[src/rtl/xfill_pkg.sv]
package xfill_pkg;

    // Direction in which a nearest-specified-value chain is propagated.
    typedef enum logic {
        SCAN_FROM_LEFT  = 1'b0,
        SCAN_FROM_RIGHT = 1'b1
    } scan_dir_e;

    // Width needed for a count of 0 .. n-1.
    function automatic int cnt_w(input int n);
        return (n < 3) ? 1 : $clog2(n);
    endfunction

endpackage

[src/rtl/xfill_scan.sv]
// Propagates, for each position, the value of the nearest specified position
// in one direction (inclusive of the position itself), plus a flag saying
// whether any specified position was seen on that side.
module xfill_scan
    import xfill_pkg::*;
#(
    parameter int        N   = 8,
    parameter scan_dir_e DIR = SCAN_FROM_LEFT
) (
    input  logic [N-1:0] val,
    input  logic [N-1:0] care,
    output logic [N-1:0] near_val,
    output logic [N-1:0] seen
);

    generate
        if (DIR == SCAN_FROM_LEFT) begin : g_left
            always_comb begin
                logic [N-1:0] v;
                logic [N-1:0] s;
                v = '0;
                s = '0;
                v[0] = care[0] & val[0];
                s[0] = care[0];
                for (int i = 1; i < N; i++) begin
                    v[i] = care[i] ? val[i] : v[i-1];
                    s[i] = care[i] | s[i-1];
                end
                near_val = v;
                seen     = s;
            end
        end else begin : g_right
            always_comb begin
                logic [N-1:0] v;
                logic [N-1:0] s;
                v = '0;
                s = '0;
                v[N-1] = care[N-1] & val[N-1];
                s[N-1] = care[N-1];
                for (int i = N - 2; i >= 0; i--) begin
                    v[i] = care[i] ? val[i] : v[i+1];
                    s[i] = care[i] | s[i+1];
                end
                near_val = v;
                seen     = s;
            end
        end
    endgenerate

endmodule

[src/rtl/xfill_tcount.sv]
// Counts neighbouring position pairs with differing values.
module xfill_tcount #(
    parameter int N  = 8,
    parameter int CW = 3
) (
    input  logic [N-1:0]  vec,
    output logic [CW-1:0] trans
);

    logic [N-2:0] edges;

    always_comb begin
        int acc;
        edges = vec[N-1:1] ^ vec[N-2:0];
        acc   = 0;
        for (int i = 0; i < N - 1; i++) begin
            acc = acc + int'(edges[i]);
        end
        trans = CW'(acc);
    end

endmodule

[src/rtl/xfill_lowtrans.sv]
module xfill_lowtrans
    import xfill_pkg::*;
#(
    parameter int N = 8
) (
    input  logic                  clk,
    input  logic                  rst,
    input  logic                  start,
    input  logic [N-1:0]          val_in,
    input  logic [N-1:0]          care_in,
    output logic                  done,
    output logic [N-1:0]          fill_out,
    output logic [cnt_w(N)-1:0]   trans_out
);

    localparam int CW = cnt_w(N);

    typedef struct packed {
        logic [N-1:0]  vec;
        logic [CW-1:0] trans;
    } fill_res_t;

    logic [N-1:0] left_val, left_seen;
    logic [N-1:0] right_val, right_seen;
    fill_res_t    res_c;
    fill_res_t    res_q;
    logic         done_q;

    xfill_scan #(.N(N), .DIR(SCAN_FROM_LEFT)) u_scan_left (
        .val      (val_in),
        .care     (care_in),
        .near_val (left_val),
        .seen     (left_seen)
    );

    xfill_scan #(.N(N), .DIR(SCAN_FROM_RIGHT)) u_scan_right (
        .val      (val_in),
        .care     (care_in),
        .near_val (right_val),
        .seen     (right_seen)
    );

    // Nearest left value wins; a leading free run takes the first value on the
    // right, which defaults to 0 when nothing is specified.
    always_comb begin
        for (int i = 0; i < N; i++) begin
            res_c.vec[i] = left_seen[i] ? left_val[i] : right_val[i];
        end
    end

    xfill_tcount #(.N(N), .CW(CW)) u_tcount (
        .vec   (res_c.vec),
        .trans (res_c.trans)
    );

    always_ff @(posedge clk) begin
        if (rst) begin
            res_q  <= '0;
            done_q <= 1'b0;
        end else begin
            done_q <= start;
            if (start) begin
                res_q <= res_c;
            end
        end
    end

    assign done      = done_q;
    assign fill_out  = res_q.vec;
    assign trans_out = res_q.trans;

    AST_CARE_KEPT: assert property (@(posedge clk) disable iff (rst)
        done |-> (((fill_out ^ $past(val_in)) & $past(care_in)) == '0));

    AST_ALL_FREE_ZERO: assert property (@(posedge clk) disable iff (rst)
        (done && $past(care_in) == '0) |-> (fill_out == '0 && trans_out == '0));

    AST_COUNT_BOUND: assert property (@(posedge clk) disable iff (rst)
        done |-> (int'(trans_out) <= int'($countones($past(care_in)))));

    AST_DONE_AFTER_START: assert property (@(posedge clk) disable iff (rst)
        start |=> done);

    AST_DONE_ONLY_START: assert property (@(posedge clk) disable iff (rst)
        !start |=> !done);

    AST_HOLD_OUTPUTS: assert property (@(posedge clk) disable iff (rst)
        !start |=> ($stable(fill_out) && $stable(trans_out)));

endmodule

[config.mk]
export PLATFORM = sky130hd
export DESIGN_NAME = xfill_lowtrans
export DESIGN_NICKNAME = d
export VERILOG_FILES = /design/src/rtl/xfill_pkg.sv /design/src/rtl/xfill_scan.sv /design/src/rtl/xfill_tcount.sv /design/src/rtl/xfill_lowtrans.sv
export SDC_FILE = /design/constraint.sdc
export NUM_CORES = 1
export LEC_CHECK = 0
export ABC_AREA = 1
export BUFFER_PORTS_ARGS = -buffer_cell sky130_fd_sc_hd__buf_2
export CAP_MARGIN = 20
export CORE_UTILIZATION = 45
export CTS_BUF_LIST = sky130_fd_sc_hd__clkbuf_4
export DETAILED_ROUTE_END_ITERATION = 8
export PLACE_DENSITY_LB_ADDON = 0.25
export SLEW_MARGIN = 15
export SYNTH_ARGS = -nofsm -noshare
export SYNTH_HDL_FRONTEND = slang
export SYNTH_SLANG_ARGS = --single-unit
[constraint.sdc]
create_clock -name clk -period 8.2 [get_ports clk]
set_input_delay 1.23 -clock clk [delete_from_list [all_inputs] [get_ports clk]]
set_output_delay 1.23 -clock clk [all_outputs]
set_load 0.005 [all_outputs]
Word level (Yosys, flattened, before mapping)
Index checks and enable logic that the tools add are counted.

cells by class
  bitwise operators = 10
  mux-type cells = 21
  add/subtract/negate cells = 6

operators with widths
  kind         count
  $mux 1       21
  $add 3x2->3  5
  $or 1x1->1   7
  $xor 7x7->7  1
  $add 1x1->2  1
  $and 1x1->1  2

storage, ports and cells
  bits in registers = 12
  output and inout bits = 12
  word-level logic and storage cells = 40
  input port bits = 19

Depth between registers and ports, before layout
Gate-level depths: netlist (run 1).

  depth in word-level cells = 16
  mapped depth = 25
  depth with buffers taken out = 25

Cells and area by module
Synthesis (run 1) repeated with hierarchy kept, for this count alone.

unflattened totals
  cells, all modules = 216
  area total of the unflattened synthesis = 1204.9 µm²

modules (own cells, without submodules)
  module          cells an instance  times used  seq. area each (µm²)  area each (µm²)
  xfill_lowtrans  98                 1           240.2                 589.3
  xfill_scan      41                 2           0.0                   207.7
  xfill_tcount    36                 1           0.0                   200.2

Worst setup path after synthesis (run 1)
OpenSTA, ideal clock, no wires.

  kind = input port to flip-flop
  start = in care_in[6]
  end = reg res_q, in the netlist trans_out[2]
  setup slack = 3.667 ns
  cell stages on the path = 25
  data arrival time = 4.417 ns
  cells stage by stage = inv_2 or2_4 o21ai_2 nand2_1 nand2_1 nand2_1 nand2_2 nand2_2 nand3_2 nand2_2 nand2_2 nand2_2 nand2_1 nand2_1 ha_1 fa_1 inv_1 fa_1 inv_1 ha_1 inv_1 fa_1 xnor2_1 o21ai_0 inv_1

on the way
  longest elaborated chain between the ends = 14
  elaborated cells between the ends (all ways) = 25

ends and longest elaborated chain
  item                      line                  source
  start, declared           xfill_lowtrans.sv:10  input logic [N-1:0] care_in,
  $mux 1 (6 in a row)       xfill_scan.sv:41      v[i] = care[i] ? val[i] : v[i+1];
  $mux 1                    xfill_lowtrans.sv:47  res_c.vec[i] = left_seen[i] ? left_val[i] : right_val[i];
  $xor 7x7->7 *             xfill_tcount.sv:14    edges = vec[N-1:1] ^ vec[N-2:0];
  $add 1x1->2               xfill_tcount.sv:17    acc = acc + int'(edges[i]);
  $add 3x2->3 (4 in a row)  xfill_tcount.sv:17
  $add 3x2->3 *             xfill_tcount.sv:17
  end signal, assigned      xfill_lowtrans.sv:63  res_q <= res_c;
  end, declared             xfill_lowtrans.sv:26  fill_res_t res_q;

Every way passes the cells marked *; elsewhere a longest branch is shown, timed or not.
A chain may end at the register's enable or synchronous reset.

Worst setup path after layout (run 1)
Same ends and word-level chain as after synthesis.

==> results of run 1 <==
==> power by group through the flow <==
stage               Combinational (µW)  Sequential (µW)  Clock (µW)
floorplan                         60.5             71.3           0
global placement                  83.8             70.0           0
detailed placement                86.4             70.1           0
CTS                               87.3             68.7        38.3
global route                       102             70.2        41.5
finish                            85.1             68.7        37.1
==> worst min-delay path by stage <==
stage                                         start                   endpoint  slack [ns]  cells after the start
after floorplan           trans_out[0]$_SDFFE_PP0P_  trans_out[0]$_SDFFE_PP0P_        0.49                      2
after global placement    trans_out[0]$_SDFFE_PP0P_  trans_out[0]$_SDFFE_PP0P_        0.48                      2
after detailed placement  trans_out[0]$_SDFFE_PP0P_  trans_out[0]$_SDFFE_PP0P_        0.49                      2
after CTS                 trans_out[0]$_SDFFE_PP0P_  trans_out[0]$_SDFFE_PP0P_        0.51                      2
after global routing       fill_out[5]$_SDFFE_PP0P_   fill_out[5]$_SDFFE_PP0P_        0.56                      2
final                      fill_out[5]$_SDFFE_PP0P_   fill_out[5]$_SDFFE_PP0P_        0.51                      2
==> layer usage <==
layer | up-vias | global-route usage (%)
met5 | - | 0
met3 | 2 | 2.26
met2 | 21 | 35.1
met4 | 0 | 8.33
li1 | 497 | -
met1 | 410 | 21.7
==> flip-flops by register name (all words and copies together) (netlist names) <==
name and flops:
trans_out 3, done 1, fill_out 8
==> kinds of logic after synthesis <==
kind of cell / synth area share (%)
xor+xnor: 4.66
compound gates: 14.6
buf+inv: 10.8
flops: 25.6
simple gates: 34.0
fa+ha+maj: 10.4
==> Yosys cell counts <==
cell type,number
o2111ai_1,1
a21oi_2,1
or2_4,2
nand4_1,2
o21bai_2,1
a31oi_1,1
nand3_2,2
clkbuf_1,2
dfxtp_1,12
fa_1,3
nand2_1,27
inv_2,2
nand2_2,11
o21ai_2,2
o21ai_0,12
nor2_4,1
nor2_1,15
ha_1,3
inv_1,23
nand3_1,5
xnor2_1,4
xor2_1,1
a21oi_1,5
or2_0,1
==> worst min-delay path, stage by stage, from the launching register on <==
cell	delay [ns]
dfxtp_1	0.32
o21ai_0	0.07
nor2_1	0.09
==> final cells by class <==
| type | count | share of cell area [%] |
|---|---|---|
| Inverter | 25 | 8.21 |
| Clock buffer | 3 | 1.97 |
| Multi-Input combinational cell | 100 | 52.4 |
| Tap cell | 27 | 2.96 |
| Sequential cell | 12 | 21.0 |
| Timing Repair Buffer | 30 | 13.1 |
| Clock inverter | 1 | 0.329 |
==> through the flow <==
step / area, µm² / utilization, % / power (µW) / setup WS [ns]
3_3_place_gp: 1120 / 56.9 / 154 / 3.39
5_1_grt: 1140 / 58.2 / 214 / 3.33
2_1_floorplan: 940 / - / 132 / 3.67
3_5_place_dp: 1120 / 56.9 / 157 / 3.34
4_1_cts: 1140 / 58.2 / 194 / 3.62
6_report: 1140 / 58.2 / 191 / 3.63
==> results.cfg, run 1 <==
[outcome]
outcome = completed

[yosys]
syn-cell-area_um2 = 940
yosysSeqAreaShare_pct = 25.6
synthTopCellsByArea = dfxtp_1 (26%), nand2_1 (11%), inv_1 (9.2%)
syn-num-nets = 164
yosys_warnings = 0
yosysTopAreaCell = dfxtp_1
ys_ff_latch = 12
syn_inst = 139
syn_avg_cell_area_um2 = 6.76
synth_top_area_share_pct = 25.6
yosys.cell_types.count = 24

[floorplan]
core_area_um2 = 1960
die_area_um2 = 2270
start_util_pct = 47.9
ioPinCount = 31
die_h_um = 47.7
fp.dieW_um = 47.7
rows = 16

[drt]
firstDrtPassIters = 4
drc_errors = 0
antenna_left = 0
top_layer = met4
vias_per_cell = 4.70
wl_met3_um = 57
wl_met1_um = 746
wl_per_cell_um = 9.17
dr_wl_met2_um = 992
routed-via-count = 930
drt-initial-drc-count = 13
routed_wl_um = 1820

[placed_design]
io_buffers = 30
place_hpwl_um = 1590
dp.cells = 194
gp_congestion = 0.763

[worst_setup_path]
cp_max_fo = 4
cp-startpoint = care_in[6]
cp.required_ns = 8.37
cp-start-kind = input pin
endpoint = trans_out[2]$_SDFFE_PP0P_
reg2reg_from = fill_out[1]$_SDFFE_PP0P_
path_buf_inv = 6
rrSetupSlack_ns = 7.46
critPathCaptureType = flop
worst-path-stages = 26
cpPeakStageDelay_ns = 0.54
crit_slowest_cell = fa_1
crit_family = adder cells
rr_endpoint = fill_out[1]$_SDFFE_PP0P_
critPathKind = input pin to flop
cp.arrival_ns = 4.74
r2r_cells = 3

[timing]
hold_viol = 0
finalCritPeriodShare_pct = 55.7
max_freq_ghz = 0.219
max-slew-margin-rel_pct = 80.9
setup_viol = 0
rsz0062_at_grt = false
finalCriticalPeriod_ns = 4.57
slew_viol_final = 0
worstMarginPinSlew_ns = 0.286
timing.setup.tns_ns = 0
timing.hold.ws_ns = 0.515
skew_ns = 0

[power_and_ir_drop]
leakage_uw = 0.000654
power.switching_uw = 68.9
sw_frac_of_total_pct = 36.1
clockPowerShare_pct = 19.4
peakVddDrop_mv = 0.0935
internal-power_uw = 122
pwr-share-seq_pct = 36.0
comb_power_share_pct = 44.6
power_density_nw_per_um2 = 167

[cells_and_area]
multi_input_area_um2 = 598
final_common_cell = buf_2
final_nets = 197
final_cells = 198
diodes = 0
seq_area_um2 = 240
syn2layout_area_growth_pct = 21.6
nFillCells = 224
layout_common_cells = buf_2 (30), nand2_1 (27), inv_1 (23)
drive_above_1_share_pct = 32.2

[global_route]
grt_pass1_vias = 826
grt_pass1_wl_um = 3040
antenna_found_initial = 0
grt_max_degree = 20
gr-total-overflow = 0
grt_usage_pct = 19.0

[clocking]
htree_levels = 1
cts_resized = 0
insertion_delay_ns = 0.27
cts_tree = built
path_clk_slew_ns = 0.08
root_buffer = clkbuf_4
cts_hold_buf = 0
clockBufferDepth = 2
clock-sinks = 12
cts_setup_buffers = 0
cts_buffers = 3

[job]
cap_viol_max_count = 0

[min_path]
hp-class = flop to flop
(Power assumes the default switching activity.)
==> run 2, diff against run 1 <==
==> constraint.sdc (replaced) <==
create_clock -name clk -period 3.9 [get_ports clk]
set_input_delay 0.585 -clock clk [delete_from_list [all_inputs] [get_ports clk]]
set_output_delay 0.585 -clock clk [all_outputs]
set_load 0.005 [all_outputs]
==> run 2 against run 1 <==
Register-to-register slack got worse by 4.3 ns. Clock power grew 120%. Highest routed layer unchanged. First-iteration DRC count up 31%. Combinational power increased by 130%. Largest power group unchanged. Worst hold slack got worse by 0.017 ns. Clock skew did not move. Sequential cell count unchanged. Via count up 4.4%.
==> results.cfg, run 2 (synthesized netlist as in run 1, its figures left out) <==
[outcome]
outcome = completed

[worst_setup_path]
cp_max_fo = 3
cp.arrival_ns = 3.89
cp-start-kind = input pin
critPathCaptureType = flop
critPathKind = input pin to flop
rrSetupSlack_ns = 3.20
cp.required_ns = 4.11

[clocking]
path_clk_slew_ns = 0.08
cts_tree = built
root_buffer = clkbuf_4
insertion_delay_ns = 0.27
clock-sinks = 12
htree_levels = 1
cts_hold_buf = 0
cts_buffers = 3
clockBufferDepth = 2

[timing]
timing.final.ws_setup_ns = 0.228
timing.setup.tns_ns = 0
finalCritPeriodShare_pct = 94.1
max-slew-margin-rel_pct = 81.2
skew_ns = 0
rsz0062_at_grt = false
worstMarginPinSlew_ns = 0.282
hold_viol = 0
slew_viol_final = 0
setup_viol = 0
max_freq_ghz = 0.272
finalCriticalPeriod_ns = 3.67

[placed_design]
io_buffers = 30
gp_congestion = 0.766
pre_cts_ws_ns = -0.230
placed_cell_area_um2 = 1210
place_hpwl_um = 1570
dp.cells = 206

[cells_and_area]
seq_area_um2 = 240
layout_common_cells = buf_2 (30), nand2_1 (24), inv_1 (23)
diodes = 0
postLayoutCellArea_um2 = 1260
syn2layout_area_growth_pct = 34.4
drive_above_1_share_pct = 39.3
multi_input_area_um2 = 628
final_cells = 210
nFillCells = 198
largest_reg_flops = 8
final_nets = 209
final_common_cell = buf_2

[power_and_ir_drop]
peakVddDrop_mv = 0.186
power_density_nw_per_um2 = 335
leakage_uw = 0.000711
finalPower_uw = 423

[min_path]
hp-class = input pin to flop

[floorplan]
die_area_um2 = 2270
die_h_um = 47.7
start_util_pct = 47.9
fp.dieW_um = 47.7
ioPinCount = 31
core_area_um2 = 1960
rows = 16

[global_route]
gr-total-overflow = 0
grt_pass1_vias = 809
grt_usage_pct = 18.7
antenna_found_initial = 0
grt_max_degree = 20
grt_pass1_wl_um = 2980

[drt]
vias_per_cell = 4.62
firstDrtPassIters = 4
routed_wl_um = 1890
drc_errors = 0
routed-via-count = 971
drt-initial-drc-count = 17
antenna_left = 0
wl_per_cell_um = 9.01

[job]
cap_viol_max_count = 0
==> run 2: final timing paths <==
kind	from	to	cells after the start
max	care_in[6]	trans_out[1]$_SDFFE_PP0P_	24
min	rst	done$_SDFF_PP0_	2
max reg2reg	fill_out[1]$_SDFFE_PP0P_	fill_out[1]$_SDFFE_PP0P_	3
min reg2reg	fill_out[5]$_SDFFE_PP0P_	fill_out[5]$_SDFFE_PP0P_	2
==> run 2: report_power, final <==
part | internal [µW] | leakage [µW] | total, µW | switching (µW)
sequential | 139 | 0.0000999 | 146 | 7.31
combinational | 93.1 | 0.000596 | 194 | 101
clock | 37.1 | 0.0000154 | 82.8 | 45.7
==> run 2: routing by layer <==
metal | vias to the layer above | wire, µm | track usage [%] | part of all wire (%)
met5 | - | 0 | 0 | 0
met3 | 4 | 74 | 2.64 | 3.9
met1 | 422 | 789 | 22.2 | 42
met2 | 25 | 990 | 32.4 | 52
li1 | 520 | - | - | -
met4 | 0 | 39 | 9.44 | 2.1
==> run 2: area by class of cell <==
class / instances / share of cell area (%)
multi-input combinational: 100 / 49.8
sequential: 12 / 19.0
inverter: 25 / 7.43
tap: 27 / 2.68
clock buffer: 3 / 1.78
clock inverter: 1 / 0.297
timing repair buffer: 42 / 19.0
==> run 2: what timing repair did <==
action	CTS	global route
setup endpoints to repair	0	2
gates resized for setup	0	7
setup buffers	0	0
==> run 2: critical path, cell delays in order <==
cell and delay (ns):
buf_2 0.10, inv_2 0.04, or2_4 0.23, o21ai_4 0.06, nand2_1 0.07, nand2_1 0.08, nand2_1 0.07, nand2_2 0.07
nand2_2 0.06, nand3_2 0.06, nand2_2 0.06, nand2_2 0.07, nand2_2 0.06, nand2_2 0.07, nand2_2 0.06, ha_4 0.24
fa_1 0.48, inv_1 0.05, fa_1 0.52, inv_1 0.04, ha_1 0.18, inv_1 0.06, fa_2 0.42, a21oi_1 0.14
==> run 2: per-stage QoR <==
step | hold slack (ns) | utilization, %
finish | 0.498 | 64.3
global route | 0.500 | 64.3
CTS | 0.496 | 62.8
detailed placement | 0.504 | 61.5
global placement | 0.479 | 61.5
floorplan | 0.487 | -
